**src/rtl/i2c_hold_pkg.sv**
```systemverilog
package i2c_hold_pkg;
    typedef enum logic [2:0] {
        ST_IDLE,
        ST_ADDR,
        ST_ADDR_ACK,
        ST_DATA,
        ST_DATA_ACK,
        ST_IGNORE
    } rx_state_e;
endpackage

```
**src/rtl/i2c_cond_detect.sv**
```systemverilog
module i2c_cond_detect #(
    parameter int SYNC_STAGES = 2
) (
    input  logic clk,
    input  logic rst_n,
    input  logic scl_in,
    input  logic sda_in,
    output logic sda_s,
    output logic scl_rise,
    output logic scl_fall,
    output logic start_det,
    output logic stop_det
);
    logic [SYNC_STAGES-1:0] scl_sh, sda_sh;
    logic scl_p, sda_p, scl_s;

    always_ff @(posedge clk or negedge rst_n) begin
        if (!rst_n) begin
            scl_sh <= '1;
            sda_sh <= '1;
            scl_p  <= 1'b1;
            sda_p  <= 1'b1;
        end else begin
            scl_sh <= {scl_sh[SYNC_STAGES-2:0], scl_in};
            sda_sh <= {sda_sh[SYNC_STAGES-2:0], sda_in};
            scl_p  <= scl_sh[SYNC_STAGES-1];
            sda_p  <= sda_sh[SYNC_STAGES-1];
        end
    end

    assign scl_s     = scl_sh[SYNC_STAGES-1];
    assign sda_s     = sda_sh[SYNC_STAGES-1];
    assign scl_rise  = scl_s && !scl_p;
    assign scl_fall  = !scl_s && scl_p;
    assign start_det = scl_s && scl_p && sda_p && !sda_s;
    assign stop_det  = scl_s && scl_p && !sda_p && sda_s;
endmodule

```
**src/rtl/i2c_sda_hold.sv**
```systemverilog
module i2c_sda_hold #(
    parameter int HOLD_SHORT = 10,
    parameter int HOLD_LONG  = 30
) (
    input  logic clk,
    input  logic rst_n,
    input  logic clr,
    input  logic trig,
    input  logic trig_val,
    input  logic long_sel,
    output logic drv
);
    localparam int MAXC = (HOLD_LONG > HOLD_SHORT) ? HOLD_LONG : HOLD_SHORT;
    localparam int CW   = $clog2(MAXC + 1);

    logic [CW-1:0] cnt;
    logic          busy, pend;

    always_ff @(posedge clk or negedge rst_n) begin
        if (!rst_n) begin
            cnt  <= '0;
            busy <= 1'b0;
            pend <= 1'b0;
            drv  <= 1'b0;
        end else if (clr) begin
            busy <= 1'b0;
            drv  <= 1'b0;
        end else if (trig) begin
            cnt  <= long_sel ? CW'(HOLD_LONG - 1) : CW'(HOLD_SHORT - 1);
            pend <= trig_val;
            busy <= 1'b1;
        end else if (busy) begin
            if (cnt == '0) begin
                drv  <= pend;
                busy <= 1'b0;
            end else begin
                cnt <= cnt - 1'b1;
            end
        end
    end
endmodule

```
**src/rtl/i2c_hold_rx.sv**
```systemverilog
module i2c_hold_rx
    import i2c_hold_pkg::*;
#(
    parameter int SYNC_STAGES = 2,
    parameter int ADDR_W      = 7,
    parameter int HOLD_SHORT  = 10,
    parameter int HOLD_LONG   = 30
) (
    input  logic              clk,
    input  logic              rst_n,
    input  logic              scl_in,
    input  logic              sda_in,
    output logic              scl_oe,
    output logic              sda_oe,
    input  logic [ADDR_W-1:0] own_addr,
    input  logic              addr_hold_en,
    input  logic              data_hold_en,
    input  logic              ovw_en,
    input  logic              coll_en,
    input  logic              long_hold,
    input  logic              start_ie,
    input  logic              stop_ie,
    input  logic              release_stb,
    input  logic              rd_stb,
    input  logic              ovf_clr,
    output logic [ADDR_W:0]   rx_data,
    output logic              buf_full,
    output logic              ovf,
    output logic              clk_rel,
    output logic              ack_time,
    output logic              start_irq,
    output logic              stop_irq,
    output logic              coll_irq
);
    localparam int BYTE_W = ADDR_W + 1;
    localparam int CNT_W  = $clog2(BYTE_W + 1);

    rx_state_e         state, nstate;
    logic [BYTE_W-1:0] shreg;
    logic [CNT_W-1:0]  bitcnt;
    logic              ack_q;
    logic sda_s, scl_rise, scl_fall, start_det, stop_det;
    logic in_rx, in_ack, is_addr, byte_done, addr_hit, take, accept;
    logic want_hold, coll_hit, bus_clr, sda_drv;

    i2c_cond_detect #(.SYNC_STAGES(SYNC_STAGES)) u_det (
        .clk(clk), .rst_n(rst_n), .scl_in(scl_in), .sda_in(sda_in),
        .sda_s(sda_s), .scl_rise(scl_rise), .scl_fall(scl_fall),
        .start_det(start_det), .stop_det(stop_det)
    );

    assign in_rx     = (state == ST_ADDR) || (state == ST_DATA);
    assign in_ack    = (state == ST_ADDR_ACK) || (state == ST_DATA_ACK);
    assign is_addr   = (state == ST_ADDR);
    assign byte_done = in_rx && scl_fall && (bitcnt == CNT_W'(BYTE_W));
    assign addr_hit  = (shreg[BYTE_W-1:1] == own_addr) && !shreg[0];
    assign take      = byte_done && (!is_addr || addr_hit);
    assign accept    = !buf_full && (ovw_en || !ovf);
    assign want_hold = is_addr ? addr_hold_en : data_hold_en;
    assign coll_hit  = coll_en && in_ack && scl_rise && !sda_s && !sda_drv;
    assign bus_clr   = start_det || stop_det || coll_hit;

    i2c_sda_hold #(.HOLD_SHORT(HOLD_SHORT), .HOLD_LONG(HOLD_LONG)) u_hold (
        .clk(clk), .rst_n(rst_n), .clr(bus_clr),
        .trig(take || (in_ack && scl_fall)),
        .trig_val(take && accept),
        .long_sel(long_hold), .drv(sda_drv)
    );

    assign sda_oe = sda_drv;
    assign scl_oe = !clk_rel;

    // state register
    always_ff @(posedge clk or negedge rst_n) begin
        if (!rst_n) state <= ST_IDLE;
        else        state <= nstate;
    end

    // next state
    always_comb begin
        nstate = state;
        if (stop_det)       nstate = ST_IDLE;
        else if (start_det) nstate = ST_ADDR;
        else if (coll_hit)  nstate = ST_IDLE;
        else begin
            unique case (state)
                ST_IDLE:     nstate = ST_IDLE;
                ST_ADDR:     if (byte_done) nstate = addr_hit ? ST_ADDR_ACK : ST_IGNORE;
                ST_ADDR_ACK: if (scl_fall)  nstate = ack_q ? ST_DATA : ST_IGNORE;
                ST_DATA:     if (byte_done) nstate = ST_DATA_ACK;
                ST_DATA_ACK: if (scl_fall)  nstate = ST_DATA;
                ST_IGNORE:   nstate = ST_IGNORE;
                default:     nstate = ST_IDLE;
            endcase
        end
    end

    // outputs and datapath
    always_ff @(posedge clk or negedge rst_n) begin
        if (!rst_n) begin
            shreg     <= '0;
            bitcnt    <= '0;
            ack_q     <= 1'b0;
            rx_data   <= '0;
            buf_full  <= 1'b0;
            ovf       <= 1'b0;
            clk_rel   <= 1'b1;
            ack_time  <= 1'b0;
            start_irq <= 1'b0;
            stop_irq  <= 1'b0;
            coll_irq  <= 1'b0;
        end else begin
            start_irq <= 1'b0;
            stop_irq  <= 1'b0;
            coll_irq  <= 1'b0;
            if (rd_stb)      buf_full <= 1'b0;
            if (ovf_clr)     ovf <= 1'b0;
            if (release_stb) clk_rel <= 1'b1;
            if (in_rx && scl_rise) begin
                shreg  <= {shreg[BYTE_W-2:0], sda_s};
                bitcnt <= bitcnt + 1'b1;
            end
            if (in_ack && scl_fall) bitcnt <= '0;
            if (in_ack && scl_rise) ack_time <= 1'b0;
            if (take) begin
                ack_q    <= accept;
                ack_time <= addr_hold_en || data_hold_en;
                if (buf_full) ovf <= 1'b1;
                if (accept) begin
                    rx_data  <= shreg;
                    buf_full <= 1'b1;
                end
                if (want_hold) clk_rel <= 1'b0;
            end
            if (bus_clr) begin
                bitcnt    <= '0;
                ack_time  <= 1'b0;
                clk_rel   <= 1'b1;
                start_irq <= start_det && start_ie;
                stop_irq  <= stop_det && stop_ie;
                coll_irq  <= coll_hit && !start_det && !stop_det;
            end
        end
    end
endmodule

```
**config.mk**
```make
export PLATFORM = sky130hd
export DESIGN_NAME = i2c_hold_rx
export DESIGN_NICKNAME = d
export VERILOG_FILES = /design/src/rtl/i2c_hold_pkg.sv /design/src/rtl/i2c_cond_detect.sv /design/src/rtl/i2c_sda_hold.sv /design/src/rtl/i2c_hold_rx.sv
export SDC_FILE = /design/constraint.sdc
export NUM_CORES = 1
export LEC_CHECK = 0
export ABC_CLOCK_PERIOD_IN_PS = 2500
export BUFFER_PORTS_ARGS = -buffer_cell sky130_fd_sc_hd__buf_2
export CAP_MARGIN = 20
export CORE_AREA = 2 2 98 53
export CTS_CLUSTER_SIZE = 28
export DETAILED_ROUTE_END_ITERATION = 7
export DIE_AREA = 0 0 100 55
export PLACE_DENSITY = 0.7
export SYNTH_ARGS = -nofsm -noshare
export SYNTH_HDL_FRONTEND = slang
export SYNTH_SLANG_ARGS = --single-unit
```
**constraint.sdc**
```tcl
create_clock -name clk -period 2.5 [get_ports clk]
set_input_delay 0.125 -clock clk [delete_from_list [all_inputs] [get_ports clk]]
set_output_delay 0.125 -clock clk [all_outputs]
set_load 0.005 [all_outputs]
```
==> flow_summary.ini <==
[placed_design]
place_area_um2 = 2450
gp_congestion = 0.939
io_buffers = 37
post-dp-hpwl_um = 3300

[setup_path]
reg2reg_slack_ps = 330
start_kind = flip-flop
cp-end-kind = flip-flop
cp_max_fo = 10
cp.arrival_ps = 2370
required_ps = 2690
path_class = reg -> reg

[clock_tree]
htreeDepth = 2
cts_root_buf = clkbuf_8
cts_resized = 0
cts_tree = built
postCtsSetupRepairBufs = 0
clkTransAtPathRegs_ps = 90
cts_made_buffers = 5
cts_buffer_depth = 2
clkSinkCount = 45
clk_latency_ps = 310

[detailed_routing]
drcViolationCount = 0
antenna_left = 0
wire_per_inst_um = 15.6
num_vias = 1599
first_iter_violations = 127
routed_wl_um = 4590
viasPerCell = 5.42
drtPass1Iterations = 4

[synthesis]
async_flop_share = 1.00
yosys.area.top_type = dfrtp_1
syn_inst = 188
syn_area_per_cell_um2 = 11.8
synth_top_flop_cell = dfrtp_1
yosysWarningCount = 0
seq_area_frac_synth = 0.513
synth.area.top_cells = dfrtp_1 43%, dfstp_2 8.3%, mux2_4 5.4%
synth_cell_types = 46
syn_nets = 213
syn_area_um2 = 2210
netlist.area_leader.share = 0.430
synth-seq-cells = 45
synth_edf_count = 0

[die]
die_height_um = 55
die_x_um = 100
die_area_um2 = 5500
placementRows = 18
initial_core_util = 0.472
core_area_um2 = 4680
boundaryPins = 38

[finish]
n_fill_cell = 404
insertedDiodeCount = 0
drive_gt1_frac = 0.345
ff_latch_area_um2 = 1130
layout_common_cells = 38 x dfrtp_1, 37 x buf_2, 14 x nor2_1
design_area_um2 = 2640
final_util = 0.563
area_growth_pct = 19.2
final_nets = 259
layout_commonest_cell = dfrtp_1
multi_input_area_um2 = 1010

[pwr]
peakVddDrop_v = 0.000383
power-per-cell-area_nw_per_um2 = 872
power.total_uw = 2300
p_leak_uw = 0.00128

[sta]
rsz0062_at_grt = false
finalCritPeriodShare = 0.869
fin_setup_tns_ps = 0
period_minus_slack_ps = 2170
slew_viol_final = 0
fin_worst_hold_slack_ps = 56.8
report.final.setup_viol = 0
max_freq_mhz = 460
slew_headroom = 0.518
fin_worst_skew_ps = 10.0
hold_violations = 0
worst_slew_pin_slew_ps = 716

[global_routing]
grt-ovfl-total = 0
antenna_found_initial = 0
grt_max_degree = 46
grt_busiest_layer = met1
grt_util_met2 = 0.244
grt_pass1_wl_um = 7690
globalRouteMet3Util = 0.0553
track_usage = 0.195
met1_usage = 0.293
grt_pass1_vias = 1514

[outcome]
status = finished, final reports clean

[run]
drv_cap = 0

[min_path]
hp-class = in -> reg
[cell type report]
| type | count | area share |
|---|---|---|
| clock buffer | 6 | 0.0275 |
| clock inverter | 2 | 0.0147 |
| multi-input combinational | 127 | 0.382 |
| tap | 60 | 0.0285 |
| inverter | 10 | 0.0142 |
| sequential | 45 | 0.431 |
| timing repair buffer | 45 | 0.103 |
[critical path, cell delays in order (launching register included)]
cell	delay [ps]
dfrtp_1	440
xor2_1	170
nor4_2	420
nand2_2	170
a21o_4	290
nor2_8	240
mux2_4	330
[Yosys cell counts, types with 3 or more instances]
library cell,n
o31ai_1,3
mux2i_1,3
nand2b_1,3
nor3_1,5
ha_1,4
xor2_1,10
nand3_1,5
nand2_1,10
xnor2_1,4
o22ai_1,3
nand4b_1,4
o21ai_0,5
nor3b_1,3
nor2_1,14
mux2_4,8
dfrtp_1,38
a21oi_1,5
mux2_2,8
dfstp_2,7
inv_1,10
[kinds of logic after synthesis]
family	Yosys count	share of synthesized area
buffers and inverters	16	0.0317
xor gates and xnor gates	14	0.0555
AOI/OAI and AO/OA	29	0.0934
DFF	45	0.513
adders and majority gates	4	0.0226
muxes	20	0.114
and+or+nand+nor	60	0.170
[report_power, final]
part	leakage, uW	total [uW]	internal (uW)	switching (uW)
Clock	0.0000554	554	300	254
Sequential	0.000574	1070	882	189
Combinational	0.000650	672	330	342
[layer usage]
layer	vias up	wire length, um
met2	55	1750
met3	2	320
met5	-	0
met1	785	2480
met4	0	31
li1	757	-
[sequential cells by signal (all words and copies together) (netlist names), 2 cells and up]
name          flops
rx_data           8
state             3
shreg             8
bitcnt            4
u_det.scl_sh      2
u_hold.cnt        5
u_det.sda_sh      2
[path summary, 6_finish.rpt]
kind,start,to,depth (start not counted)
setup / recovery,shreg[5],rx_data[5],6
hold reg to reg,u_det.sda_sh[0],u_det.sda_sh[1],0
setup reg to reg,shreg[5],rx_data[5],6
hold / removal,long_hold,u_hold.cnt[2],2
min in group asynchronous,rst_n,u_hold.cnt[2],2
max in group asynchronous,rst_n,u_det.sda_p,3
[per-stage QoR]
step	worst slack [ps]	cells
detailed placement	339	281
floorplan	516	188
global route	153	295
finish	327	295
CTS	321	294
global placement	369	281
[timing repair]
action | CTS | global route
endpoints found under the hold margin | 11 | 0
setup endpoints to repair | 0 | 0
hold buffers | 5 | 0
(Power assumes the default switching activity.)
